--- src/rtl/tbs_pkg.sv ---
package tbs_pkg;

  function automatic logic src_divided(input int unsigned code,
                                       input int unsigned n_fixed,
                                       input int unsigned n_src);
    return (code >= n_fixed) && (code < n_src);
  endfunction

endpackage

--- src/rtl/tbase_cfg_guard.sv ---
module tbase_cfg_guard #(
  parameter int unsigned NUM_SRC     = 7,
  parameter int unsigned NUM_FIXED   = 3,
  parameter int unsigned DIV_W       = 8,
  parameter int unsigned SRC_W       = 3,
  parameter int unsigned DEFAULT_SRC = 2
) (
  input  logic             clk_i,
  input  logic             rst_ni,
  input  logic [SRC_W-1:0] src_sel_i,
  input  logic [DIV_W-1:0] div_i,
  input  logic             src_wr_i,
  input  logic             ctr0_en_i,
  input  logic             ctr0_wr_i,
  input  logic             err_clr_i,
  output logic [SRC_W-1:0] cfg_src_o,
  output logic [DIV_W-1:0] cfg_div_o,
  output logic             ctr0_en_o,
  output logic             err_o
);
  import tbs_pkg::*;

  logic [SRC_W-1:0] cfg_src_q;
  logic [DIV_W-1:0] cfg_div_q;
  logic             ctr0_q, err_q;

  logic [SRC_W-1:0] cand_src;
  logic             cand_ctr, bad_code, conflict, any_wr, reject;

  // judge the configuration that would result from this cycle's writes
  always_comb begin
    cand_src = src_wr_i  ? src_sel_i : cfg_src_q;
    cand_ctr = ctr0_wr_i ? ctr0_en_i : ctr0_q;
    bad_code = src_wr_i && (32'(src_sel_i) >= NUM_SRC);
    conflict = src_divided(32'(cand_src), NUM_FIXED, NUM_SRC) && cand_ctr;
    any_wr   = src_wr_i || ctr0_wr_i;
    reject   = any_wr && (bad_code || conflict);
  end

  always_ff @(posedge clk_i or negedge rst_ni) begin
    if (!rst_ni) begin
      cfg_src_q <= SRC_W'(DEFAULT_SRC);
      cfg_div_q <= '0;
      ctr0_q    <= 1'b0;
    end else if (any_wr && !reject) begin
      if (src_wr_i) begin
        cfg_src_q <= src_sel_i;
        cfg_div_q <= div_i;
      end
      if (ctr0_wr_i) ctr0_q <= ctr0_en_i;
    end
  end

  always_ff @(posedge clk_i or negedge rst_ni) begin
    if (!rst_ni)        err_q <= 1'b0;
    else if (reject)    err_q <= 1'b1;
    else if (err_clr_i) err_q <= 1'b0;
  end

  assign cfg_src_o = cfg_src_q;
  assign cfg_div_o = cfg_div_q;
  assign ctr0_en_o = ctr0_q;
  assign err_o     = err_q;

endmodule

--- src/rtl/tbase_divider.sv ---
module tbase_divider #(
  parameter int unsigned NUM_SRC     = 7,
  parameter int unsigned NUM_FIXED   = 3,
  parameter int unsigned DIV_W       = 8,
  parameter int unsigned SRC_W       = 3,
  parameter int unsigned DEFAULT_SRC = 2
) (
  input  logic               clk_i,
  input  logic               rst_ni,
  input  logic [NUM_SRC-1:0] base_tick_i,
  input  logic [SRC_W-1:0]   cfg_src_i,
  input  logic [DIV_W-1:0]   cfg_div_i,
  output logic               tick_o
);
  import tbs_pkg::*;

  logic [SRC_W-1:0]   act_src_q;
  logic [DIV_W-1:0]   cnt_q;
  logic [NUM_SRC-1:0] sel_vec;
  logic               sel_tick, act_fixed, pulse;

  for (genvar i = 0; i < NUM_SRC; i++) begin : g_sel
    assign sel_vec[i] = base_tick_i[i] && (act_src_q == SRC_W'(i));
  end

  assign sel_tick  = |sel_vec;
  assign act_fixed = !src_divided(32'(act_src_q), NUM_FIXED, NUM_SRC);
  assign pulse     = sel_tick && (act_fixed || (cnt_q == '0));

  // new config is applied only on a pulse; code 0 reloads all ones (= /256)
  always_ff @(posedge clk_i or negedge rst_ni) begin
    if (!rst_ni) begin
      act_src_q <= SRC_W'(DEFAULT_SRC);
      cnt_q     <= '0;
    end else if (pulse) begin
      act_src_q <= cfg_src_i;
      cnt_q     <= src_divided(32'(cfg_src_i), NUM_FIXED, NUM_SRC)
                   ? cfg_div_i - DIV_W'(1) : '0;
    end else if (sel_tick) begin
      cnt_q <= cnt_q - DIV_W'(1);
    end
  end

  assign tick_o = pulse;

endmodule

--- src/rtl/tbase_sel.sv ---
module tbase_sel #(
  parameter int unsigned NUM_SRC     = 7,
  parameter int unsigned NUM_FIXED   = 3,
  parameter int unsigned DIV_W       = 8,
  parameter int unsigned DEFAULT_SRC = 2,
  localparam int unsigned SRC_W      = $clog2(NUM_SRC + 1)
) (
  input  logic               clk_i,
  input  logic               rst_ni,
  input  logic [NUM_SRC-1:0] base_tick_i,
  input  logic [SRC_W-1:0]   src_sel_i,
  input  logic [DIV_W-1:0]   div_i,
  input  logic               src_wr_i,
  input  logic               ctr0_en_i,
  input  logic               ctr0_wr_i,
  input  logic               err_clr_i,
  output logic               tick_o,
  output logic [SRC_W-1:0]   cur_src_o,
  output logic               ctr0_en_o,
  output logic               ctr0_blocked_o,
  output logic               cfg_err_o
);
  import tbs_pkg::*;

  logic [SRC_W-1:0] cfg_src;
  logic [DIV_W-1:0] cfg_div;

  tbase_cfg_guard #(
    .NUM_SRC(NUM_SRC), .NUM_FIXED(NUM_FIXED), .DIV_W(DIV_W),
    .SRC_W(SRC_W), .DEFAULT_SRC(DEFAULT_SRC)
  ) u_guard (
    .clk_i     (clk_i),
    .rst_ni    (rst_ni),
    .src_sel_i (src_sel_i),
    .div_i     (div_i),
    .src_wr_i  (src_wr_i),
    .ctr0_en_i (ctr0_en_i),
    .ctr0_wr_i (ctr0_wr_i),
    .err_clr_i (err_clr_i),
    .cfg_src_o (cfg_src),
    .cfg_div_o (cfg_div),
    .ctr0_en_o (ctr0_en_o),
    .err_o     (cfg_err_o)
  );

  tbase_divider #(
    .NUM_SRC(NUM_SRC), .NUM_FIXED(NUM_FIXED), .DIV_W(DIV_W),
    .SRC_W(SRC_W), .DEFAULT_SRC(DEFAULT_SRC)
  ) u_div (
    .clk_i       (clk_i),
    .rst_ni      (rst_ni),
    .base_tick_i (base_tick_i),
    .cfg_src_i   (cfg_src),
    .cfg_div_i   (cfg_div),
    .tick_o      (tick_o)
  );

  assign cur_src_o      = cfg_src;
  assign ctr0_blocked_o = src_divided(32'(cfg_src), NUM_FIXED, NUM_SRC);

endmodule

--- config.mk ---
export PLATFORM = sky130hd
export DESIGN_NAME = tbase_sel
export DESIGN_NICKNAME = d
export VERILOG_FILES = /design/src/rtl/tbs_pkg.sv /design/src/rtl/tbase_cfg_guard.sv /design/src/rtl/tbase_divider.sv /design/src/rtl/tbase_sel.sv
export SDC_FILE = /design/constraint.sdc
export NUM_CORES = 1
export LEC_CHECK = 0
export BUFFER_PORTS_ARGS = -buffer_cell sky130_fd_sc_hd__buf_2
export CAP_MARGIN = 15
export CORE_ASPECT_RATIO = 0.75
export CORE_MARGIN = 2
export CORE_UTILIZATION = 40
export CTS_CLUSTER_SIZE = 40
export DETAILED_ROUTE_END_ITERATION = 12
export HOLD_SLACK_MARGIN = 0.03
export PLACE_DENSITY = 0.66
export SLEW_MARGIN = 20
export SYNTH_ARGS = -nofsm -noshare
export SYNTH_HDL_FRONTEND = slang
export SYNTH_SLANG_ARGS = --single-unit
--- constraint.sdc ---
create_clock -name clk_i -period 2.3 [get_ports clk_i]
set_input_delay 0.345 -clock clk_i [delete_from_list [all_inputs] [get_ports clk_i]]
set_output_delay 0.345 -clock clk_i [all_outputs]
set_load 0.01 [all_outputs]
# Word level (Yosys, flattened, before mapping)
# Cells that the tools add are included.
dict set report totals {
  ff_bits 24
  in_bits 24
  elab_cells 54
}
dict set report op_classes {
  n_mux 7
  n_addsub 2
  magnitude_cmp 7
  eq_ne 6
  reduce_logical 26
}
# op count
set op_table {}
lappend op_table {{$mux 8} 3}
lappend op_table {{$sub 8x1->8 const B} 2}
lappend op_table {{$logic_and 1x1->1} 15}
lappend op_table {{$eq 3x3->1 const B} 3}
lappend op_table {{$ge 3x2->1 const B} 3}
lappend op_table {{$lt 3x3->1 const B} 3}
lappend op_table {{$logic_not 8->1} 1}
lappend op_table {{$reduce_or 7->1} 1}
lappend op_table {{$eq 3x2->1 const B} 2}
lappend op_table {{$reduce_bool 2->1} 2}
lappend op_table {{$eq 3x1->1 const B} 1}
lappend op_table {{$ge 3x3->1 const B} 1}
lappend op_table {{$logic_not 3->1} 1}
lappend op_table {{$logic_or 1x1->1} 3}
lappend op_table {{$mux 1} 3}
lappend op_table {{$mux 3} 1}
lappend op_table {{$logic_not 1->1} 2}
lappend op_table {{$reduce_and 2->1} 1}

# Longest topological paths before layout
# Gate-level depths: netlist of run 1.
dict set report depth {
  word_depth 9
  mapped_depth 8
  mapped_depth_nobuf 7
}

# By module
# Synthesis of run 1 repeated with hierarchy kept, for this count alone.
dict set report unflattened {
  cells_unflattened 163
  hier_area_um2 1574.0
}
# module cells_per_inst instances area_each_um2 seq_area_each_um2
set by_module_without_submodules {}
lappend by_module_without_submodules {tbase_divider 102 1 892.1 276.5}
lappend by_module_without_submodules {tbase_cfg_guard 59 1 669.4 326.6}
lappend by_module_without_submodules {tbase_sel 2 1 12.5 0.0}

# Worst setup path after synthesis of run 1
# No wires, ideal clock.
dict set report synth_timing {
  path_type {register to register}
  startpoint {register u_div.cnt_q[0]}
  endpoint {register u_div.act_src_q[0]}
  arrival_ns 1.780
  t_required_ns 2.172
  path_slack_ns 0.393
  path_stages_with_launch 7
  setup_time_ns 0.128
  period_less_slack_ns 1.907
  cell_sequence {dfrtp_1 -> inv_1 -> ha_1 -> nor4b_1 -> nand2_1 -> a21oi_2 -> mux2_1}
}
dict set report synth_via {
  elab_chain_len 3
}
# element line_no
set synth_lines {}
lappend synth_lines {{from (decl)} tbase_divider.sv:18} ;# logic [DIV_W-1:0] cnt_q;
lappend synth_lines {{from (signal assigned)} tbase_divider.sv:37} ;# cnt_q <= src_divided(32'(cfg_src_i), NUM_FIXED, NUM_SRC)
lappend synth_lines {{from (signal assigned)} tbase_divider.sv:40} ;# cnt_q <= cnt_q - DIV_W'(1);
lappend synth_lines {{$logic_not 8->1} tbase_divider.sv:28} ;# assign pulse = sel_tick && (act_fixed || (cnt_q == '0));
lappend synth_lines {{$logic_or 1x1->1} tbase_divider.sv:28}
lappend synth_lines {{$logic_and 1x1->1} tbase_divider.sv:28}
lappend synth_lines {{via tick_o} tbase_sel.sv:17} ;# output logic tick_o,
lappend synth_lines {{to (signal assigned)} tbase_divider.sv:33} ;# act_src_q <= SRC_W'(DEFAULT_SRC);
lappend synth_lines {{to (signal assigned)} tbase_divider.sv:36} ;# act_src_q <= cfg_src_i;
lappend synth_lines {{to (decl)} tbase_divider.sv:17} ;# logic [SRC_W-1:0] act_src_q;
# The timed path passes the listed nets, and every way through them passes these cells.
# A chain may end at the register's enable or synchronous reset.

# Final worst setup path of run 1
dict set report layout_timing {
  startpoint {register u_div.cnt_q[0]}
  endpoint {output tick_o}
}
dict set report layout_via {
  elab_chain_len 3
}
# element line_no
set layout_lines {}
lappend layout_lines {{$logic_not 8->1} tbase_divider.sv:28}
lappend layout_lines {{$logic_or 1x1->1} tbase_divider.sv:28}
lappend layout_lines {{$logic_and 1x1->1} tbase_divider.sv:28}
lappend layout_lines {{to (decl)} tbase_sel.sv:17}
# No other way between the ends.

==> impl.org, run 1 <==
** Status
- Outcome :: completed

** Synthesis
- Syn Area/Cell :: 10.5 µm²
- For this run, the leading register cell type out of synthesis is dfrtp_1.
- Post-synthesis register bit count :: 24
- The top cell type by area accounts for 38.4% of the synthesized area.
- The synthesized netlist contains 46 unique library cells.
- The mapped netlist covers 0.00143 mm².
- Share of synthesized area occupied by flip-flops and latches :: 42.1%
- The number of nets in the synthesized netlist is 163.
- Top cells by instance count after synthesis :: dfrtp_1, mux2_2, nor2_1
- Counting flops with a built-in enable in the synthesized netlist gives 0.
- In the synthesized netlist, the number of instances is 136.
- Ranking of synthesized cells by area :: dfrtp_1, mux2_2, dfstp_2, xnor2_1, ha_1
- Among all cell types in the netlist, the one instantiated most often is dfrtp_1.
- Library cell with the largest summed area after synthesis :: dfrtp_1
- Share of async-settable or async-resettable flops after synthesis :: 100%
- For this run, the number of Yosys warnings is 0.

** Timing
- Adding up every negative setup slack in the final design gives 0 ns.
- Across all hold checks on the routed design, the worst slack comes to 0.0551 ns.
- The clock arrives with 0.00730 ns of skew.
- Maximum frequency from static timing analysis :: 0.469 GHz
- After layout, the worst path uses 92.7% of the clock period.
- Count of final setup violators :: 0
- RSZ-0062 raised after global routing :: no
- Hold violation total from the final report :: 0
- The count of final max-slew check failures is 0.
- Headroom to the max-slew limit came out at 36.5%.
- After layout, the minimum clock period comes to 2.13 ns.
- At the pin with the least slew margin, the transition time is 0.946 ns.

** Detailed routing
- Number of iterations in the first detailed-routing pass :: 4
- The detail route stage leaves a number of antenna-violating nets equal to 0.
- Dividing the detail-routed via count by the number of cells gives 5.66.
- After the first detailed-routing iteration, the DRC count stood at 60.
- Via Count :: 1195
- Post-detailed-route DRC marker count :: 0
- After detailed routing, the average wire length per cell comes to 15.1 µm.
- Routed wire length :: 3190 µm

** Clocking
- In this run the deepest clock path goes through 2 buffers.
- After clock tree synthesis, the clock-pin slew on the worst setup and hold paths is 0.09 ns.
- The clock net in this run drives a total of 24 sinks.
- Total number of H-tree levels :: 1
- Root buffer cell :: clkbuf_8
- Clk_lat worst skew :: 0.27 ns
- CTS tree :: yes
- The number of clock buffers added by TritonCTS is 3.
- After clock tree synthesis, the flow added hold-fix buffers numbering 0.

** Run
- Max-cap violations in this run came to 0.

** GRT
- For this run the aggregate overflow at the end of global routing stands at 0.
- The initial antenna violation count came to 0.
- Across every metal layer, demand over resource in global routing totals 16.7%.
- Via count of the first global-routing pass :: 1198
- The first global-routing pass estimated 5330 µm of wire.
- For met1 alone, demand over resource in global routing was 22.6%.
- For this run, global-route usage on met2 was measured as 25.9%.
- Pin count of the biggest net entering global routing :: 25
- For this run, global-route usage on met3 was measured as 4.89%.
- Grt peak-use layer :: met2

** Final layout
- The area growth from synthesis to layout is 19.9%.
- The final layout contains 199 nets.
- Proportion of layout cells with a drive suffix above 1 :: 35.1%
- Final design instance area without fill :: 0.00172 mm²
- Cells fill 51.2% of the core in the end.
- Diode count :: 0

** Setup path
- Reg2Reg Depth :: 8
- In this design, the stage delay of the slowest critical-path cell is 0.44 ns.
- Startpoint of the worst setup timing path :: u_div.cnt_q[0]$_DFFE_PN0P_
- Of all nets on the critical path, the largest fanout is 6.
- The worst register-to-register path ends at u_div.cnt_q[0]$_DFFE_PN0P_.
- Category of the worst setup path capture point :: primary output
- Worst flop-to-flop path startpoint :: u_div.cnt_q[0]$_DFFE_PN0P_
- Among all stages on the critical path, the largest delay is contributed by dfrtp_1.
- Traced cell by cell, the critical path runs through inv_1 > ha_1 > nor4b_2 > buf_4 > nand2_1 > a21oi_4 > buf_2.
- The critical path contains buffers and inverters numbering 3 combined.
- The critical path in this run is classified as reg2out.
- Required @ worst endpoint :: 1.96 ns
- Total stage count of the critical path :: 7
- Element type at the critical path start :: register
- Critical path's top delay family :: flip-flops
- Worst path arrival time :: 1.79 ns
- Slack of the worst reg-to-reg path :: 0.18 ns
- Worst setup endpoint :: tick_o

** Floorplanning
- In this run the horizontal extent of the chip is 73.1 µm.
- Core Area :: 0.00336 mm²
- The initial utilization of the core area, before any placement, comes to 42.7%.
- Die Outline Area :: 0.00408 mm²
- Number of placement rows :: 18
- Number of placed I/O pins :: 31
- Vert. Die Dim :: 55.8 µm

** Power and ir drop
- Share of total power in the clock network :: 12.6%
- Switching share of total power :: 41.4%
- Part of the total power dissipated in sequential elements :: 34.0%
- Net Sw Power :: 0.947 mW
- The internal power of the cells totals 1.34 mW.
- In this run, the combinational gates consume 53.4% of the power.
- Power density cells :: 1330 mW/mm²
- For this design the static power due to leakage is 0.754 nW.
- Worst IR Drop VDD :: 0.453 mV

** Placed design
- Final HPWL from detailed placement :: 2460 µm
- Number of I/O port buffers :: 30
- The congestion estimate from routability-driven global placement came to 0.881.
- Area after detailed placement :: 0.00164 mm²

** Hold path
- The worst hold path belongs to the class in2async.
[metrics by stage]
stage               worst slack, ns  cells  total power, mW
finish                        0.168    211             2.29
global route                 0.0307    211             2.47
CTS                         0.00760    210             2.27
detailed placement            0.142    206             1.95
global placement              0.245    206             1.92
floorplan                     0.393    136             1.61
[final cells by class]
type	instances	area (µm²)
clock buffer	4	55.1
timing repair buffer	34	180
sequential	24	603
multi-input combinational	102	803
fill	313	1640
tap	40	50.0
inverter	7	26.3
[kinds of logic after synthesis]
logic type               after synthesis  share of synthesized area, %
AO/OA/AOI/OAI                         37                          18.3
adder cells (fa/ha/maj)                3                          2.62
multiplexers                          19                          15.9
flip-flops                            24                          42.1
XOR/XNOR                               7                          4.28
AND/OR/NAND/NOR                       36                          14.0
buffers and inverters                 10                          2.79
[flip-flops by register name, indices dropped and copies added, names as in the netlist]
register	flops
u_guard.ctr0_en_o	1
u_guard.cfg_div_o	8
u_guard.cfg_src_o	3
u_div.cnt_q	8
u_guard.err_o	1
u_div.act_src_q	3
[worst min path at each step]
stage,endpoint,slack (ns),cells after the start
2_1_floorplan,u_div.act_src_q[0]$_DFFE_PN0N_,0.05,0
3_3_place_gp,u_guard.cfg_div_o[5]$_DFFE_PN0P_,0.35,1
3_5_place_dp,u_guard.cfg_div_o[5]$_DFFE_PN0P_,0.36,1
4_1_cts,u_div.cnt_q[7]$_DFFE_PN0P_,0.07,1
5_1_grt,u_div.cnt_q[7]$_DFFE_PN0P_,0.08,1
6_report,u_div.cnt_q[6]$_DFFE_PN0P_,0.06,1
[power groups by stage]
stage	clock network, mW	logic (mW)	registers, mW
floorplan	0	0.867	0.743
global placement	0	1.15	0.771
detailed placement	0	1.17	0.781
CTS	0.301	1.19	0.773
global route	0.319	1.35	0.805
finish	0.288	1.22	0.778
[worst register-to-register path: cells and delay by family, from the launching register on]
| family | cells | cell delay, ns |
|---|---|---|
| AO/OA/AOI/OAI | 2 | 0.56 |
| adder cells (fa/ha/maj) | 1 | 0.17 |
| buffers and inverters | 2 | 0.26 |
| flip-flops | 1 | 0.44 |
| multiplexers | 1 | 0.29 |
| AND/OR/NAND/NOR | 2 | 0.31 |
[layout by cell type (no fill, tap or decap), types with 4 or more instances in the layout]
cell	n
nand2_1	4
dfrtp_1	22
nor2_1	8
nor3_1	4
nand3_1	4
o21ai_0	7
buf_4	4
buf_2	30
clkbuf_8	4
o21ai_1	4
nand3b_1	4
inv_1	7
xnor2_1	6
mux2_2	13
[what timing repair did]
item,CTS,global route
cloned,0,0
buffers inserted,0,1
endpoints found under the setup margin,1,7
resized for setup,1,1
pin swaps,0,1
[routing by layer]
layer	routed length, µm	share of wire [%]	up-vias
li1	-	-	581
met1	1490	47	575
met2	1480	46	33
met3	177	5.5	6
met4	44	1.4	0
met5	0	0	-
Note: power is estimated with default switching activity, not from simulation.
==> inputs of run 2 (changes only) <==
--- a/config.mk
+++ b/config.mk
@@ -7,13 +7,15 @@
 export LEC_CHECK = 0
 export BUFFER_PORTS_ARGS = -buffer_cell sky130_fd_sc_hd__buf_2
 export CAP_MARGIN = 15
+export CELL_PAD_IN_SITES_DETAIL_PLACEMENT = 0
+export CELL_PAD_IN_SITES_GLOBAL_PLACEMENT = 1
 export CORE_ASPECT_RATIO = 0.75
 export CORE_MARGIN = 2
 export CORE_UTILIZATION = 40
 export CTS_CLUSTER_SIZE = 40
 export DETAILED_ROUTE_END_ITERATION = 12
 export HOLD_SLACK_MARGIN = 0.03
-export PLACE_DENSITY = 0.66
+export PLACE_DENSITY = 0.8
 export SLEW_MARGIN = 20
 export SYNTH_ARGS = -nofsm -noshare
 export SYNTH_HDL_FRONTEND = slang
==> constraint.sdc (replaced) <==
create_clock -name clk_i -period 2.3 [get_ports clk_i]
set_input_delay 0.23 -clock clk_i [delete_from_list [all_inputs] [get_ports clk_i]]
set_output_delay 0.23 -clock clk_i [all_outputs]
set_load 0.01 [all_outputs]
==> run 2 against run 1 <==
Compared with the run above:
- highest routed layer unchanged
- first-iteration DRC count rose by 13%
- setup slack worse by 0.057 ns
- combinational power barely moved
- sequential cell count unchanged
==> impl.org, run 2 (synthesized netlist as in run 1, its figures left out) <==
** Timing
- The clock period minus final worst setup slack came to 2.19 ns (+0.0572 ns).
- Maximum frequency from static timing analysis :: 0.457 GHz (-2.6%)
- The remaining max-slew budget at the tightest pin was 39.3% (+2.7 points).
- Count of final setup violators :: 0 (unchanged)
- Fin Setup TNS :: 0 ns (unchanged)
- Hold violation total from the final report :: 0 (unchanged)
- Worst setup skew after layout :: 0.00430 ns (-0.00299 ns)
- Final worst path period share :: 95.2% (+2.5 points)
- The count of final max-slew check failures was 0 (unchanged).
- Worst Tran Pin Value :: 0.905 ns (-0.0406 ns)
- Setup repair after global routing left no endpoint under its margin.

** Setup path
- The maximum fanout along the worst path came to 6 (unchanged).
- The arrival time at the worst endpoint was 1.96 ns (+0.17 ns).
- The most critical setup path has its startpoint at u_div.cnt_q[0]$_DFFE_PN0P_.
- Critical path's top delay family :: buffers and inverters
- The slowest stage of the critical path is the dfrtp_1 cell.
- Crit path cell chain :: inv_1 > ha_1 > nor4b_2 > buf_4 > nand2_1 > a21oi_4 > buf_2
- Worst flop-to-flop path startpoint :: u_div.cnt_q[0]$_DFFE_PN0P_
- Required @ worst endpoint :: 2.07 ns (+0.11 ns)
- STA classifies the critical path startpoint as a register.
- Worst setup path category :: reg2out
- The worst stage delay on the critical path came to 0.43 ns (about the same).
- The reg2reg setup slack came to 0.21 ns (+0.03 ns).
- Worst path bufs/invs :: 3 (unchanged)
- Category of the worst setup path capture point :: primary output

** Detailed routing
- The detailed-route via count is 1153 (-3.5%).
- The remaining design rule violation count was 0 (unchanged).
- Routed wire length :: 3060 µm (-4.0%)
- Starting DRC count in detailed routing :: 68 (+13%)
- The met1 routed wirelength after detailed routing came to 1560 µm (+4.6%).
- Routed wire length on met2 :: 1380 µm (-6.9%)
- The routed length on met3 is 119 µm (-33%).
- Number of iterations in the first detailed-routing pass :: 4 (unchanged)
- The highest metal layer carrying signal wires in the routed design is met4.
- Routed Antenna Nets :: 0 (unchanged)
- Routed length per instance :: 14.5 µm (-4.0%)
- Average vias per placed instance :: 5.46 (-3.5%)

** Floorplanning
- The area enclosed by the die boundary was 0.00408 mm² (unchanged).
- Starting Density :: 42.7% (unchanged)
- Number of placed I/O pins :: 31 (unchanged)
- The number of placement rows came to 18 (unchanged).
- Die Wd :: 73.1 µm (unchanged)
- Vert. Die Dim :: 55.8 µm (unchanged)
- Core Area :: 0.00336 mm² (unchanged)

** Hold path
- The min-delay analysis places its worst path in the category in2reg.
- Critical hold path startpoint :: div_i[6]

** Clocking
- CTS max path bufs :: 2 (unchanged)
- Buffers inserted during post-CTS setup optimization :: 0 (unchanged)
- The clock latency on the worst-skew pair is 0.26 ns (about the same).
- CTS tree :: yes
- Root buffer cell :: clkbuf_8
- The number of sinks driven by the clock tree was 24 (unchanged).
- The number of buffers inserted during clock tree synthesis was 3 (unchanged).
- The number of H-tree levels was 1 (unchanged).
- The clock slew at the register clock pins of the worst setup and hold paths came to 0.09 ns (about the same).

** Final layout
- The count of placed standard cells in the final layout, fillers left out is 211 (unchanged).
- Diode count :: 0 (unchanged)
- The fill cell total of the finished layout is 318 (+1.6%).
- Proportion of layout cells with a drive suffix above 1 :: 34.5% (-0.58 points)
- Top library cells by usage in the layout, fill and taps aside :: buf_2, dfrtp_1, mux2_2, nor2_1
- Leading cell type in the layout, fill and taps excluded :: buf_2
- The number of nets in the layout came to 199 (unchanged).
- Compared with the post-synthesis result, the final layout area differs by 21.2%.

** Power and ir drop
- The leakage power total came to 0.760 nW (+0.83%).
- Power density cells :: 1340 mW/mm² (+1.1%)
- The largest voltage drop on the vdd net came to 0.499 mV (+10%).

** GRT
- Via count of the first global-routing pass :: 1145 (-4.4%)
- The pin count of the biggest net entering global routing was 25 (unchanged).
- The global route total overflow is 0 (unchanged).
- The first-pass GRT wire length is 5250 µm (-1.6%).
- Total global routing track utilization :: 16.1% (-0.52 points)
- Antenna violations before repair :: 0 (unchanged)

** Run
- Number of maximum-capacitance violations :: 0 (unchanged)

** Status
- The flow ran to the end, and the final reports show no timing, DRC or antenna violations.

** Placed design
- The placed wire-length estimate after detailed placement was 2390 µm (-3.0%).
- The placed cell count is 206 (unchanged).
- The count of input and output buffers came to 30 (unchanged).
- The final weighted congestion of routability-driven global placement is 0.920 (+4.5%).
## run 2: cell count changes in the layout (fill, tap and decap cells not counted), sizes merged
cell         delta
clkbuf          -1
buf             -1
bufinv          +1
dlygate4sd3     +1
## run 2: per-layer routing
| metal | up-vias | global-route usage (%) |
|---|---|---|
| met1 | 550 | 22.2 |
| met4 | 0 | 3.17 |
| met3 | 2 | 4.17 |
| li1 | 579 | - |
| met2 | 22 | 25.6 |
| met5 | - | 0 |
## run 2: worst paths after layout
kind                                                    end  depth (start not counted)
max                                                  tick_o                          7
min                        u_guard.cfg_div_o[6]$_DFFE_PN0P_                          2
max reg2reg                      u_div.cnt_q[0]$_DFFE_PN0P_                          7
min reg2reg                       u_guard.err_o$_DFFE_PN0P_                          2
max in group asynchronous    u_div.act_src_q[1]$_DFFE_PN1N_                          2
min in group asynchronous  u_guard.cfg_div_o[7]$_DFFE_PN0P_                          2
## run 2: worst register-to-register path, delay by kind of cell, from the launching register on
| family | cells | cell delay [ns] |
|---|---|---|
| multiplexers | 1 | 0.28 |
| flip-flops | 1 | 0.43 |
| buffers and inverters | 1 | 0.10 |
| adder cells (fa/ha/maj) | 1 | 0.18 |
| AO/OA/AOI/OAI | 2 | 0.62 |
| AND/OR/NAND/NOR | 2 | 0.37 |
## run 2: cell type report
type / count / area [µm²] / share of cell area, %
well taps: 40 / 50.0 / 2.88
multi-input cells: 102 / 803 / 46.3
clock inverters: 1 / 30.0 / 1.73
inverters: 7 / 26.3 / 1.51
flip-flops and latches: 24 / 603 / 34.7
repair buffers: 34 / 183 / 10.5
clock buffers: 3 / 41.3 / 2.38
## run 2: report_power, final
group          switching, mW  internal [mW]  leakage [nW]  total, mW
logic                  0.614          0.576         0.439       1.19
clock network          0.136          0.233        0.0357      0.369
registers              0.185          0.591         0.286      0.776
total                  0.935           1.40         0.760       2.33
## run 2: stage by stage
step	hold WS [ns]	power (mW)	util, %	instance area (µm²)	worst slack [ns]
after floorplan	-0.0656	1.61	-	1430	0.393
after global placement	0.243	1.91	48.9	1640	0.264
after detailed placement	0.250	1.94	48.9	1640	0.160
after CTS	0.185	2.33	51.5	1730	0.133
after global routing	0.173	2.52	51.8	1740	0.0344
final	0.189	2.33	51.8	1740	0.111
## run 2: what timing repair did
action | 4_1_cts | 5_1_grt
endpoints found under the hold margin | 22 | 0
resized for setup | 1 | 1
hold buffers | 1 | 0
cloned | 0 | 0
setup endpoints to repair | 1 | 1
